--- config.mk ---
export PLATFORM = sky130hd
export DESIGN_NAME = sync_serial_chan
export DESIGN_NICKNAME = d
export VERILOG_FILES = /design/src/rtl/ssc_pkg.sv /design/src/rtl/ssc_sync.sv /design/src/rtl/ssc_irq.sv /design/src/rtl/sync_serial_chan.sv
export SDC_FILE = /design/constraint.sdc
export NUM_CORES = 1
export LEC_CHECK = 0
export ABC_CLOCK_PERIOD_IN_PS = 1970
export BUFFER_PORTS_ARGS = -buffer_cell sky130_fd_sc_hd__buf_2
export CAP_MARGIN = 20
export CORE_MARGIN = 8
export CORE_UTILIZATION = 57
export CTS_BUF_LIST = sky130_fd_sc_hd__clkbuf_8
export CTS_CLUSTER_DIAMETER = 200
export DETAILED_ROUTE_END_ITERATION = 10
export GPL_TIMING_DRIVEN = 0
export PLACE_DENSITY = 0.9
export SYNTH_ARGS = -nofsm -noshare
export SYNTH_HDL_FRONTEND = slang
export SYNTH_HIERARCHICAL = 1
export SYNTH_SLANG_ARGS = --single-unit
--- constraint.sdc ---
create_clock -name clk -period 1.97 [get_ports clk]
set_input_delay 0.0985 -clock clk [delete_from_list [all_inputs] [get_ports clk]]
set_output_delay 0.0985 -clock clk [all_outputs]
set_load 0.01 [all_outputs]
--- src/rtl/ssc_pkg.sv ---
package ssc_pkg;

    // depth of the pin resynchroniser
    localparam int SSC_SYNC_STAGES = 2;

    // a slave cannot proceed: a receiver holding an unread byte,
    // or a transmitter with nothing loaded
    function automatic logic ssc_busy(input logic xmit, input logic full);
        return xmit ? ~full : full;
    endfunction

endpackage

--- src/rtl/ssc_sync.sv ---
module ssc_sync #(
    parameter int WIDTH  = 2,
    parameter int STAGES = 2
) (
    input  logic             clk,
    input  logic             rst_n,
    input  logic [WIDTH-1:0] d,
    output logic [WIDTH-1:0] q,
    output logic             rise,
    output logic             fall
);

    // one extra stage holds the previous value for edge detection on bit 0
    logic [STAGES:0][WIDTH-1:0] stg_d, stg_q;

    always_comb begin
        stg_d = {stg_q[STAGES-1:0], d};
    end

    always_ff @(posedge clk or negedge rst_n) begin
        if (!rst_n) stg_q <= '0;
        else        stg_q <= stg_d;
    end

    assign q    = stg_q[STAGES-1];
    assign rise =  stg_q[STAGES-1][0] & ~stg_q[STAGES][0];
    assign fall = ~stg_q[STAGES-1][0] &  stg_q[STAGES][0];

endmodule

--- src/rtl/ssc_irq.sv ---
module ssc_irq (
    input  logic clk,
    input  logic rst_n,
    input  logic set,
    input  logic clr,
    input  logic mask,
    output logic pend,
    output logic irq
);

    logic pend_d, pend_q;

    always_comb begin
        pend_d = pend_q;
        if (clr) pend_d = 1'b0;
        if (set) pend_d = 1'b1;   // a completion wins over a clear
    end

    always_ff @(posedge clk or negedge rst_n) begin
        if (!rst_n) pend_q <= 1'b0;
        else        pend_q <= pend_d;
    end

    assign pend = pend_q;
    assign irq  = pend_q & mask;

endmodule

--- src/rtl/sync_serial_chan.sv ---
module sync_serial_chan
    import ssc_pkg::*;
#(
    parameter int DATA_W      = 8,
    parameter int SYNC_STAGES = SSC_SYNC_STAGES
) (
    input  logic              clk,
    input  logic              rst_n,
    input  logic              tick,
    input  logic              en,
    input  logic              master,
    input  logic              xmit,
    input  logic              hs,
    input  logic              irq_mask,
    input  logic              pend_clr,
    input  logic              wr_en,
    input  logic [DATA_W-1:0] wr_data,
    input  logic              rd_en,
    output logic [DATA_W-1:0] rd_data,
    output logic              buf_full,
    output logic              pend,
    output logic              irq,
    input  logic              sc_i,
    output logic              sc_o,
    output logic              sc_oe,
    input  logic              sd_i,
    output logic              sd_o,
    output logic              sd_oe
);

    localparam int HCNT_W = $clog2(2 * DATA_W);
    localparam int BCNT_W = $clog2(DATA_W + 1);
    localparam logic [HCNT_W-1:0] LAST_HALF = HCNT_W'(2 * DATA_W - 1);
    localparam logic [BCNT_W-1:0] BITS      = BCNT_W'(DATA_W);

    typedef struct packed {
        logic [DATA_W-1:0] shreg;  // buffer and shifter in one
        logic              full;
        logic              mact;   // master byte in flight
        logic              sclk;   // master clock phase, 1 = active half
        logic [HCNT_W-1:0] hcnt;
        logic              sact;   // slave byte in flight
        logic [BCNT_W-1:0] bcnt;
    } chan_t;

    chan_t chan_d, chan_q;

    logic [1:0] sync_q;
    logic       line_s, sd_s, sc_rise, sc_fall;
    logic       samp_e, launch_e, busy, done;

    ssc_sync #(.WIDTH(2), .STAGES(SYNC_STAGES)) u_sync (
        .clk  (clk),
        .rst_n(rst_n),
        .d    ({sd_i, sc_i}),
        .q    (sync_q),
        .rise (sc_rise),
        .fall (sc_fall)
    );

    assign line_s = sync_q[0];
    assign sd_s   = sync_q[1];

    // capture on the edge leaving rest level, launch on the edge returning to it
    assign samp_e   = hs ? sc_fall : sc_rise;
    assign launch_e = hs ? sc_rise : sc_fall;
    assign busy     = en & hs & ~master & ssc_busy(xmit, chan_q.full);

    always_comb begin
        chan_d = chan_q;
        done   = 1'b0;

        if (!en) begin
            chan_d.mact = 1'b0;
            chan_d.sclk = 1'b0;
            chan_d.hcnt = '0;
            chan_d.sact = 1'b0;
            chan_d.bcnt = '0;
        end else if (master) begin
            if (!chan_q.mact) begin
                if (tick && (xmit ? chan_q.full : ~chan_q.full) && (!hs || line_s)) begin
                    chan_d.mact = 1'b1;
                    chan_d.hcnt = '0;
                end
            end else if (tick) begin
                chan_d.hcnt = chan_q.hcnt + 1'b1;
                if (!chan_q.sclk) begin
                    chan_d.sclk = 1'b1;
                    if (!xmit) chan_d.shreg = {chan_q.shreg[DATA_W-2:0], sd_i};
                end else begin
                    chan_d.sclk = 1'b0;
                    if (chan_q.hcnt == LAST_HALF) begin
                        done        = 1'b1;
                        chan_d.mact = 1'b0;
                        chan_d.hcnt = '0;
                        chan_d.full = ~xmit;
                    end else if (xmit) begin
                        chan_d.shreg = {chan_q.shreg[DATA_W-2:0], 1'b0};
                    end
                end
            end
        end else if (!busy) begin
            if (samp_e) begin
                chan_d.sact = 1'b1;
                if (chan_q.bcnt != BITS) chan_d.bcnt = chan_q.bcnt + 1'b1;
                if (!xmit) chan_d.shreg = {chan_q.shreg[DATA_W-2:0], sd_s};
            end else if (launch_e && chan_q.sact) begin
                if (chan_q.bcnt == BITS) begin
                    done        = 1'b1;
                    chan_d.sact = 1'b0;
                    chan_d.bcnt = '0;
                    chan_d.full = ~xmit;
                end else if (xmit) begin
                    chan_d.shreg = {chan_q.shreg[DATA_W-2:0], 1'b0};
                end
            end
        end

        // software access; a load is refused while a byte is moving
        if (wr_en && !chan_q.mact && !chan_q.sact) begin
            chan_d.shreg = wr_data;
            chan_d.full  = 1'b1;
        end
        if (rd_en) chan_d.full = 1'b0;
    end

    always_ff @(posedge clk or negedge rst_n) begin
        if (!rst_n) chan_q <= '0;
        else        chan_q <= chan_d;
    end

    ssc_irq u_irq (
        .clk  (clk),
        .rst_n(rst_n),
        .set  (done),
        .clr  (pend_clr),
        .mask (irq_mask),
        .pend (pend),
        .irq  (irq)
    );

    assign rd_data  = chan_q.shreg;
    assign buf_full = chan_q.full;
    assign sc_o     = hs ? 1'b0 : chan_q.sclk;
    assign sc_oe    = en & (master ? (hs ? chan_q.sclk : 1'b1) : busy);
    assign sd_o     = chan_q.shreg[DATA_W-1];
    assign sd_oe    = en & xmit & (master ? chan_q.mact : (chan_q.full | chan_q.sact));

endmodule

Word-level counts from Yosys, hierarchy flattened
Index checks and enable logic that the tools add are counted.

Register bits after elaboration: 26. Bits of input ports: 21. Output and inout bits: 15. Word-level logic and storage cells: 130.

$add $sub $neg: 2. Equal/unequal tests: 26. Muxes and demuxes: 55. Bitwise operators: 15. Reduce and logical (&&, ||, !) cells: 21.

Operator list (count): $mux W8 (7); $mux W9 (6); $mux W1 (27); $mux W5 (5); $mux W4 (5); $ne A4 B3 Y1 const B (5); $reduce_and A9 Y1 (2); $mux W15 (1); $ne A3 B1 Y1 const B (4); $ne A4 B1 Y1 const B (3); $reduce_bool A4 Y1 (3); $mux W11 (1); $and A1 B1 Y1 (9); $ne A3 B2 Y1 const B (3); $add A4 B1 Y4 const B (2); $eq A4 B4 Y1 const B (2); $ne A4 B2 Y1 const B (2); $mux W6 (1); $ne A2 B2 Y1 const B (3); $reduce_and A3 Y1 (2); $logic_and A1 B1 Y1 (5); $not A1 Y1 (5); $reduce_and A5 Y1 (1); $mux W2 (2); other kinds (9) (13).

Depth between registers and ports, before layout
Gate-level depths: netlist of the first run.

Word-level depth: 11. Gate-level depth with buffers: 8. Mapped depth without buffers: 7.

Modules after synthesis
The synthesis of the first run kept the hierarchy.

By module, submodules not included: sync_serial_chan (times used 1, cells each 182, area each 1557.7 um2, sequential area each 500.5 um2); ssc_sync (times used 1, cells each 9, area each 155.1 um2, sequential area each 125.1 um2); ssc_irq (times used 1, cells each 4, area each 42.5 um2, sequential area each 25.0 um2).

Worst setup path before layout of the first run
No wires, ideal clock.

Path type: register to register. Start point: reg u_sync.stg_q, in the netlist u_sync/q[0]. End point: reg chan_q, in the netlist rd_data[3]. Setup time: 137 ps. Data arrival time: 1667 ps. Data required time: 1833 ps. Slack: 166 ps. Cell stages (with the launch flop): 8. Buffers on the path: 1. Clock period less this slack: 1804 ps. Path through: dfrtp_1 -> nor2b_1 -> mux2i_2 -> and3_4 -> o32a_1 -> buf_6 -> a221oi_2 -> o22ai_1.

Elaborated cells on any way between the ends: 15. Those cells by class: eq/ne (2); mux (7); bitwise (3); reduce/logical (3).

RTL lines: start, declared (RTL line ssc_sync.sv:14) `logic [STAGES:0][WIDTH-1:0] stg_d, stg_q;`; start signal, assigned (RTL line ssc_sync.sv:22) `else stg_q <= stg_d;`; $and A1 B1 Y1 * (RTL line ssc_sync.sv:26) `assign rise = stg_q[STAGES-1][0] & ~stg_q[STAGES][0];`; via sc_rise (RTL line sync_serial_chan.sv:49) `logic line_s, sd_s, sc_rise, sc_fall;`; $mux W1 (RTL line sync_serial_chan.sv:65) `assign samp_e = hs ? sc_fall : sc_rise;`; $mux W8 (RTL line sync_serial_chan.sv:103) `if (samp_e) begin`; $mux W9 (RTL line sync_serial_chan.sv:102) `end else if (!busy) begin`; $mux W9 (RTL line sync_serial_chan.sv:79) `end else if (master) begin`; $mux W9 (RTL line sync_serial_chan.sv:73) `if (!en) begin`; $mux W9 (RTL line sync_serial_chan.sv:120) `if (wr_en && !chan_q.mact && !chan_q.sact) begin`; end signal, assigned (RTL line sync_serial_chan.sv:129) `else chan_q <= chan_d;`; end, declared (RTL line sync_serial_chan.sv:46) `chan_t chan_d, chan_q;`.

The timed path passes the listed nets; every way through them passes the cells marked *. The select of a mux whose other input is x is not followed. A chain may end at the register's enable or synchronous reset.

Worst setup path in the final report of the first run
Start point: reg u_sync.stg_q, in the netlist u_sync/q[0]. End point: reg chan_q, in the netlist rd_data[2].

Longest elaborated chain between the ends: 8. Elaborated cells on any way between the ends: 15. Those cells by class: eq/ne (2); mux (7); bitwise (3); reduce/logical (3).

RTL lines: $not A1 Y1 * (RTL line ssc_sync.sv:27) `assign fall = ~stg_q[STAGES-1][0] & stg_q[STAGES][0];`; $and A1 B1 Y1 * (RTL line ssc_sync.sv:27); via sc_fall (RTL line sync_serial_chan.sv:49); $mux W1 (RTL line sync_serial_chan.sv:65); $mux W8 (RTL line sync_serial_chan.sv:103); $mux W9 (RTL line sync_serial_chan.sv:102); $mux W9 (RTL line sync_serial_chan.sv:79); $mux W9 (RTL line sync_serial_chan.sv:73); $mux W9 (RTL line sync_serial_chan.sv:120).

Marks and branches as above.

==> results of run 1 <==
## repair_timing
item,in CTS,in global routing
endpoints found under the setup margin,4,10
resized for setup,1,5
hold endpoints to repair,28,0
hold buffers,3,0
setup buffers,0,1
pin swaps,0,2
## cell type report
type | instances | area (sq um)
fillers | 242 | 924.6
multi-input cells | 141 | 972.2
repair buffers | 37 | 202.7
plain buffers | 18 | 122.6
clock buffers | 4 | 55.05
flip-flops and latches | 26 | 650.6
well taps | 33 | 41.29
inverters | 9 | 33.78
## cell usage after synthesis (all sizes together), types with 3 or more instances
library cell	instances	area [sq um]
nor2	10	37.54
ha	3	37.54
clkbuf	3	11.26
dfrtp	26	650.6
o211ai	3	22.52
nand4	7	43.79
buf	16	115.1
a21oi	9	48.80
nand2	23	86.33
nor2b	6	37.54
o22ai	5	31.28
and2	3	18.77
a22oi	4	30.03
inv	8	30.03
o21ai	15	75.07
a21o	4	30.03
nand3	6	30.03
o31ai	4	30.03
a221oi	4	60.06
## worst max-delay path, cell delays in order (launching register included)
cell and delay [ps]:
dfrtp_1 410, and2b_2 270, mux2i_4 100, and3_4 200
o32a_1 330, buf_6 150, a221oi_2 210, o22ai_1 110
## flip-flops by register name, indices dropped and copies added (netlist names)
name / flops
u_sync/stg_d: 2
buf_full: 1
rd_data: 8
chan_q: 11
u_irq/pend: 1
u_sync/q: 2
u_sync/stg_q: 1
## power groups by stage
stage                     sequential (mW)  clock, mW  combinational (mW)
final                               0.670      0.355               0.467
after global placement              0.674          0               0.444
after detailed placement            0.678          0               0.452
after global routing                0.680      0.377               0.513
after floorplan                     0.661          0               0.317
after CTS                           0.667      0.354               0.460
## routing by layer
layer  vias up  wire (um)  GRT usage [%]
li1        796          -              -
met1       772       1894          22.99
met2        73       1971          26.22
met3        10        326          3.347
met4         0         75          5.215
met5         -          0              0
## cells in the final DEF (no fill, tap or decap), types with 3 or more instances in the layout
cell type	Yosys	final
o21ai_0	12	12
nand2_1	23	23
clkbuf_8	0	4
dlygate4sd3_1	0	3
dfrtp_1	26	26
a21o_1	4	4
nand3_1	6	6
a221oi_2	4	4
o31ai_1	4	4
o211ai_1	3	3
o21ai_1	3	3
nor2_1	10	10
o22ai_1	5	5
nor2b_1	6	5
buf_4	10	11
inv_1	8	7
and2_1	3	3
buf_2	2	35
nand4_1	7	7
a21oi_1	8	8
a22oi_1	4	4
## worst max path at each step
stage	end	slack, ps	depth (start not counted)
final	rd_data[2]$_DFFE_PN0P_	50	7
after global routing	rd_data[3]$_DFFE_PN0P_	-40	8
after CTS	rd_data[2]$_DFFE_PN0P_	20	8
after detailed placement	rd_data[2]$_DFFE_PN0P_	3	7
after global placement	rd_data[3]$_DFFE_PN0P_	40	7
after floorplan	rd_data[3]$_DFFE_PN0P_	170	7
## logic make-up (layout without fill, tap and decap cells)
logic type	after synthesis	after routing	synth area share, %
simple gates	70	70	21.03
compound gates	63	63	27.23
buf+inv	28	68	9.123
flops	26	26	37.06
fa+ha+maj	3	3	2.139
mux	3	3	1.996
xor+xnor	2	2	1.426
==> impl_results.md, run 1 <==
- Clock slew at reported path FFs: 90 ps
- Sequential group share of total power: 44.9%
- Drt first-iter violations: 185
- RSZ-0062 raised after global routing: yes
- Pint: 1.006 mW
- Placed cell count: 261
- H-tree depth: 1
- Gr usage total: 16.91%
- Vias in the first global route: 1545
- Reg2reg start: u_sync/q[0]$_DFF_PN0_
- Initial Util: 58.46%
- Gr ovfl total: 0
- I/O Buffers: 33
- Synthesized area per cell: 9.002 sq um
- Crit start category: register
- Status: finished, final reports clean
- Total CTS buffers: 3
- Crit Path Max Fanout: 9
- Clock Sinks: 26
- Endpoint type of the worst setup path: register
- Clk_lat worst skew: 280 ps
- Final Non-Filler Cells: 268
- EDFF count, synth: 0
- Synth warn: 6
- Final ANT Viol Nets: 0
- Fin crit share: 97.35%
- Rows: 20
- Hold Crit Depth: 3
- Crit. Startpoint: u_sync/q[0]$_DFF_PN0_
- Vias: 1651
- Tmin final: 1918 ps
- Sw power: 0.4860 mW
- Sw Share: 32.57%
- Die width: 71.50 um
- Async SR Flop Fraction: 100.0%
- Worst hold start: wr_data[7]
- Main synth FF type: dfrtp_1
- Clk_skew: 1.927 ps
- Root Buffer: clkbuf_8
- Max-slew violations: 0
- Combinational Power Share: 31.3%
- Final worst slack: 52.20 ps
- Critical Path AT: 2060 ps
- Max-cap violations: 0
- Die area: 0.005112 sq mm
- WL/cell: 15.92 um
- Final wirelength: 4.267 mm
- CORE AREA: 0.003003 sq mm
- Residual DRC: 0
- Clock tree buffer depth: 2
- Layout cells sized above 1: 29.79%
- Leak: 0.9582 nW
- First-pass GRT wire length: 7.134 mm
- Worst Path Required: 2110 ps
- Clock power frac: 23.8%
- Initial antenna violation count: 0
- DP Worst Slack: 2.531 ps
- Worst Hold End: rd_data[7]$_DFFE_PN0P_
- Worst vdd ir: 0.6545 mV
- Worst R2R Setup Slack: 50 ps
- Sum Neg Setup Slack: 0 ps
- Post-DP HPWL: 3.072 mm
- DIE HEIGHT: 71.50 um
- Critical Setup Path Class: reg2reg
- Syn_nets: 219
- Fmax: 521.4 MHz
- Post-synthesis cell area: 0.001755 sq mm
- DRT Pass-1 Iters: 5
- R2R depth: 7
- Ports: 36
- R2R Path End: rd_data[2]$_DFFE_PN0P_
- Syn Inst Count: 195
- Seq/Total Area, Yosys: 37.06%
- Yosys cell types: 55
- Final hold vios: 0
- Design area: 0.002078 sq mm
- Vias per Instance: 6.160
- DP Area: 0.001962 sq mm
- Final #Nets: 260
- HP Class: in2reg
- Tot Pwr: 1.492 mW
- Power Density: 718.1 mW/mm^2
- Largest net degree at the start of global routing: 27
- Worst Tran Pin Value: 695.2 ps
- Diode count: 0
- CTS tree: yes
- Placer Congestion: 0.9015
- Final core utilization: 69.21%
- P&R area growth vs syn: 18.39%
- Hold WS: 48.78 ps
- FF+latch count, synth: 26
- # setup viols final: 0
- Relative slew slack: 53.54%
(Power assumes the default switching activity.)
==> run 2, diff against run 1 <==
Settings changed: CORE_UTILIZATION 57 to 56, SYNTH_HIERARCHICAL 1 to not set.
==> run 2 against run 1 <==
Compared with the run above: worst setup slack gained 21 ps; fmax grew 1.1%; non-clock buffer count shrank 2; utilization shrank 1.6 points; count of clock-buffer cells in the layout is the same; sequential power shrank 3%; die area shrank 1.2%; power shrank 3.7%; wire length shrank 1.7%; register-to-register slack gained 20 ps; largest cell class unchanged; largest power group unchanged.
==> impl_results.md, run 2 <==
- Worst vdd ir: 0.4302 mV
- Synth area leaders: dfrtp_1 (38%), nand2_1 (5.1%), a22o_1 (4.1%)
- Clock tree buffer depth: 2
- Placer Congestion: 0.8539
- Die width: 71.06 um
- Clk_lat worst skew: 270 ps
- WL/cell: 16.32 um
- Post-synthesis cell area: 0.001698 sq mm
- P&R area growth vs syn: 18.50%
- Max-cap violations: 0
- Initial Util: 57.02%
- Worst R2R Setup Slack: 70 ps
- DRT Pass-1 Iters: 4
- Total CTS buffers: 3
- Async SR Flop Fraction: 100.0%
- Crit start category: register
- RSZ-0062 raised after global routing: no
- Yosys cell types: 54
- Hold Crit Depth: 4
- First-pass GRT wire length: 6.831 mm
- Count leader, synth: dfrtp_1
- Final core utilization: 67.56%
- Max-slew violations: 0
- Worst hold start: wr_data[5]
- Main synth FF type: dfrtp_1
- Final #Nets: 249
- DIE HEIGHT: 71.06 um
- # setup viols final: 0
- Tmin final: 1897 ps
- Worst Tran Pin Value: 587.1 ps
- FF+latch count, synth: 26
- Status: finished, final reports clean
- Post-DP HPWL: 3.034 mm
- Endpoint type of the worst setup path: register
- Synth warn: 0
- Vias in the first global route: 1529
- Gr usage total: 16.34%
- Synthesized area per cell: 9.228 sq um
- Crit Path Max Fanout: 7
- Final worst slack: 73.06 ps
- Worst Hold End: rd_data[5]$_DFFE_PN0P_
- R2R Path End: rd_data[1]$_DFFE_PN0P_
- Design area: 0.002012 sq mm
- DP Area: 0.001894 sq mm
- Ports: 36
- I/O Buffers: 31
- Power Density: 714.2 mW/mm^2
- Fmax: 527.2 MHz
- Final wirelength: 4.194 mm
- Rows: 20
- Final ANT Viol Nets: 0
- CTS tree: yes
- Critical Path AT: 2060 ps
- Final hold vios: 0
- Diode count: 0
- Die area: 0.005050 sq mm
- FILL cells: 248
- Fin crit share: 96.29%
- Clk_skew: 3.099 ps
- Clock Sinks: 26
- Area of the multi-input gates: 904.6 sq um
- Relative slew slack: 60.86%
- Commonest non-fill, non-tap cell in the layout: buf_2
- Layout cells sized above 1: 27.23%
- Tot Pwr: 1.437 mW
- Syn Inst Count: 184
- Worst Path Required: 2130 ps
- Max reg flops: 11
- Top-area cell type share of the netlist area: 38.32%
- Largest area contributor in the netlist: dfrtp_1
- Vias per Instance: 6.054
- Residual DRC: 0
- Leak: 0.9206 nW
- Sum Neg Setup Slack: 0 ps
- DP Worst Slack: -63.43 ps
- Largest reg by FF count: chan_q
- Seq/Total Area, Yosys: 38.32%
- Root Buffer: clkbuf_8
- Critical Setup Path Class: reg2reg
- Commonest cells in the netlist: dfrtp_1 (26), nand2_1 (23), o21ai_0 (14)
- Storage cell area: 650.6 sq um
- Commonest cells after routing, fill and taps aside: buf_2 (33), dfrtp_1 (26), nand2_1 (23), o21ai_0 (14), inv_1 (10)
- Largest net degree at the start of global routing: 27
- Vias: 1556
- Initial antenna violation count: 0
- Reg2reg start: u_sync.q[0]$_DFF_PN0_
- Syn_nets: 208
- HP Class: in2reg
- Gr ovfl total: 0
- CORE AREA: 0.002978 sq mm
- EDFF count, synth: 0
- Placed cell count: 248
- Drt first-iter violations: 85
- Clock slew at reported path FFs: 90 ps
- H-tree depth: 1
- R2R depth: 6
- Final Non-Filler Cells: 257
- Hold WS: 148.5 ps
run 2: cell types whose count changed in the layout (fill, tap and decap cells not counted), sizes merged, moves of 3 or more:
| cell | before | now |
|---|---|---|
| nor2b | 6 | 2 |
| a21oi | 9 | 6 |
| o22ai | 5 | 2 |
| buf | 50 | 45 |
| a21o | 4 | 1 |
| nor3b | 1 | 4 |
| nand4 | 7 | 3 |
| xnor2 | 0 | 4 |
| nor2 | 10 | 7 |
| a221oi | 4 | 0 |
| a22o | 0 | 8 |
run 2: timing repair:
action | CTS | global route
resized for setup | 1 | 4
endpoints found under the hold margin | 29 | 0
pin swaps | 2 | 1
setup endpoints to repair | 8 | 8
setup buffers | 1 | 0
hold buffers | 4 | 0
run 2: where the power goes:
group | leakage (nW) | total, mW | internal [mW] | switching, mW
Sequential | 0.339 | 0.651 | 0.592 | 0.0586
Clock | 0.0288 | 0.348 | 0.179 | 0.169
Combinational | 0.553 | 0.438 | 0.223 | 0.215
run 2: final cells by class:
cell class,instances,area share (%)
multi-input cells,131,44.96
flip-flops and latches,26,32.34
repair buffers,36,10.07
plain buffers,17,5.970
clock buffers,4,2.736
well taps,33,2.052
inverters,10,1.866
run 2: critical path, cell delays in order, from the launching register on:
cell      delay (ps)
dfrtp_1          440
and3b_4          230
buf_6            120
or2_4            290
a41oi_4          280
o211ai_4         160
a22o_1           270
run 2: cell families after synthesis:
group,synth area share [%]
and+or+nand+nor,20.78
AOI/OAI and AO/OA,26.31
buffers and inverters,9.211
DFF,38.32
xor gates and xnor gates,2.579
adders and majority gates,2.211
muxes,0.5896
run 2: worst max path at each step:
stage	from	end	slack, ps	cells past startpoint
after floorplan	chan_q[5]$_DFFE_PN0P_	rd_data[7]$_DFFE_PN0P_	130	7
after global placement	chan_q[5]$_DFFE_PN0P_	rd_data[7]$_DFFE_PN0P_	-2	7
after detailed placement	chan_q[5]$_DFFE_PN0P_	rd_data[2]$_DFFE_PN0P_	-60	7
after CTS	chan_q[4]$_DFFE_PN0P_	rd_data[2]$_DFFE_PN0P_	40	7
after global routing	u_sync.q[0]$_DFF_PN0_	rd_data[7]$_DFFE_PN0P_	1	6
final	u_sync.q[0]$_DFF_PN0_	rd_data[1]$_DFFE_PN0P_	70	6
run 2: metal layers:
| layer | GRT usage [%] | vias to the layer above | share of wire (%) | wire (um) |
|---|---|---|---|---|
| met2 | 28.42 | 66 | 49 | 2051 |
| li1 | - | 745 | - | - |
| met4 | 6.005 | 0 | 1.1 | 45 |
| met1 | 18.79 | 739 | 41 | 1730 |
| met3 | 4.096 | 6 | 8.8 | 367 |
| met5 | 0 | - | 0 | 0 |
==> run 3, diff against run 2 <==
Settings changed: ABC_CLOCK_PERIOD_IN_PS 1970 to 2100, CORE_ASPECT_RATIO set to 1.1, SLEW_MARGIN set to 0.
Clock period 1.97 ns to 2.1 ns, I/O delays scaled along.
==> run 3 against run 2 <==
Compared with the run above: worst setup slack improved by 29 ps; power hardly changed; wire length fell by 0.43%; global-route usage is 1.2 points higher; largest power group unchanged; hold slack worse by 6.1 ps; critical path type unchanged; critical path depth is 1 higher; clock skew grew 7.5 ps; register-to-register slack better by 30 ps; sequential cell count is the same; via count is 2.7% lower; cell count unchanged; clock power grew 21%.
==> impl_results.md, run 3 (synthesis gave the netlist of run 2 again) <==
- Max-slew violations: 0
- Slowest CP cell: dfrtp_1
- FILL cells: 258
- Gr usage total: 17.54%
- Critical Path AT: 2160 ps
- Commonest non-fill, non-tap cell in the layout: buf_2
- Clock slew at reported path FFs: 100 ps
- CTS tree: yes
- Initial Util: 57.18%
- CORE AREA: 0.002969 sq mm
- Max reg flops: 11
- WL/cell: 16.25 um
- Tmin final: 1998 ps
- GRT met2 Usage: 28.85%
- Worst Path Required: 2260 ps
- Sum Neg Setup Slack: 0 ps
- Clk_skew: 10.55 ps
- P&R area growth vs syn: 18.57%
- Crit Path Max Fanout: 8
- Final worst slack: 102.3 ps
- WP buf/inv: 1
- Number of setup buffers added after CTS: 0
- Post-DP HPWL: 3.166 mm
- Top Usage Layer GRT: met2
- # setup viols final: 0
- First-pass GRT wire length: 7.044 mm
- Storage cell area: 650.6 sq um
- Status: finished, final reports clean
- Worst path max stage delay: 400 ps
- Max-cap violations: 0
- Largest reg by FF count: chan_q
- DIE HEIGHT: 73.75 um
- Rows: 21
- Placer Congestion: 0.9039
- I/O Buffers: 31
- Clock Sinks: 26
- Relative slew slack: 60.02%
- Hold WS: 142.3 ps
- Critical Setup Path Class: reg2reg
- Vias in the first global route: 1573
- DP Worst Slack: 50.49 ps
- Initial antenna violation count: 0
- Diode count: 0
- Final wirelength: 4.176 mm
- GRT met3 Usage: 4.573%
- H-tree depth: 1
- RSZ-0062 raised after global routing: no
- Leak: 0.9187 nW
- Total CTS buffers: 3
- Largest net degree at the start of global routing: 27
- HP Class: in2reg
- Die width: 68.50 um
- Ports: 36
- Clk_lat worst skew: 280 ps
- Fmax: 500.6 MHz
- Met1 global-route usage: 20.62%
- Top delay family on crit path: compound AO/OA/AOI/OAI gates
- Die area: 0.005052 sq mm
- Vias per Instance: 5.891
- Fin crit share: 95.13%
- Critical-path cell list: ha_1 > nand4_1 > a311oi_2 > a41oi_4 > and2_1 > buf_6 > a22o_1
- Gr ovfl total: 0
- Final #Nets: 248
- Clock tree buffer depth: 2
- Root Buffer: clkbuf_8
- Worst vdd ir: 0.5789 mV
- Final hold vios: 0
- Crit start category: register
- Residual DRC: 0
- DRT Pass-1 Iters: 4
- Final core utilization: 67.80%
- Commonest cells after routing, fill and taps aside: buf_2 (33), dfrtp_1 (26), nand2_1 (23), o21ai_0 (14), inv_1 (10)
- Vias: 1514
- Power Density: 714.3 mW/mm^2
- Area of the multi-input gates: 897.1 sq um
- Layout cells sized above 1: 26.01%
- Drt first-iter violations: 88
- Endpoint type of the worst setup path: register
- Final ANT Viol Nets: 0
- Worst Tran Pin Value: 599.7 ps
- Tot Pwr: 1.438 mW
==> run 3: cell types whose count changed in the layout (fill, tap and decap cells not counted), sizes merged <==
cell,previous run,this run
buf,45,44
bufinv,0,1
clkbuf,8,7
==> run 3: report_power, final <==
group,total (mW),internal (mW),switching (mW)
sequential,0.608,0.555,0.0525
clock,0.421,0.255,0.165
combinational,0.410,0.207,0.202
total,1.44,1.02,0.420
==> run 3: worst register-to-register path: stages (launching register included) <==
cell      delay [ps]
dfrtp_1          400
ha_1             200
nand4_1          260
a311oi_2         400
a41oi_4           80
and2_1           210
buf_6            130
a22o_1           200
==> run 3: path summary, 6_finish.rpt <==
| check | to | startpoint | slack (ps) | cells after the start |
|---|---|---|---|---|
| max | rd_data[5]$_DFFE_PN0P_ | chan_q[5]$_DFFE_PN0P_ | 100 | 7 |
| min | rd_data[6]$_DFFE_PN0P_ | wr_data[6] | 140 | 4 |
| max reg2reg | rd_data[5]$_DFFE_PN0P_ | chan_q[5]$_DFFE_PN0P_ | 100 | 7 |
| min reg2reg | u_sync.q[0]$_DFF_PN0_ | u_sync.stg_d[2]$_DFF_PN0_ | 350 | 0 |
| max in group asynchronous | u_sync.q[0]$_DFF_PN0_ | rst_n | 1330 | 2 |
| min in group asynchronous | rd_data[2]$_DFFE_PN0P_ | rst_n | 360 | 2 |
==> run 3: cell type report <==
type,count,area share [%]
Timing Repair Buffer,35,9.695
Multi-Input combinational cell,131,44.56
Buffer,17,5.904
Clock inverter,1,1.492
Inverter,10,1.865
Tap cell,34,2.113
Sequential cell,26,32.32
Clock buffer,3,2.051
==> run 3: repair_timing <==
action,4_1_cts,5_1_grt
hold endpoints to repair,29,0
endpoints found under the setup margin,0,8
hold buffers,4,0
gates resized for setup,0,1
==> run 3: per-layer routing <==
metal	share of wire, %	routed length (um)	vias to the layer above
li1	-	-	743
met5	0	0	-
met2	50	2076	55
met1	40	1657	709
met3	9.2	386	7
met4	1.3	55	0
==> run 3: metrics by stage <==
step	instances	area, sq um
after floorplan	184	1698
after detailed placement	249	1896
after global placement	249	1896
after CTS	257	2007
after global routing	257	2013
final	257	2013
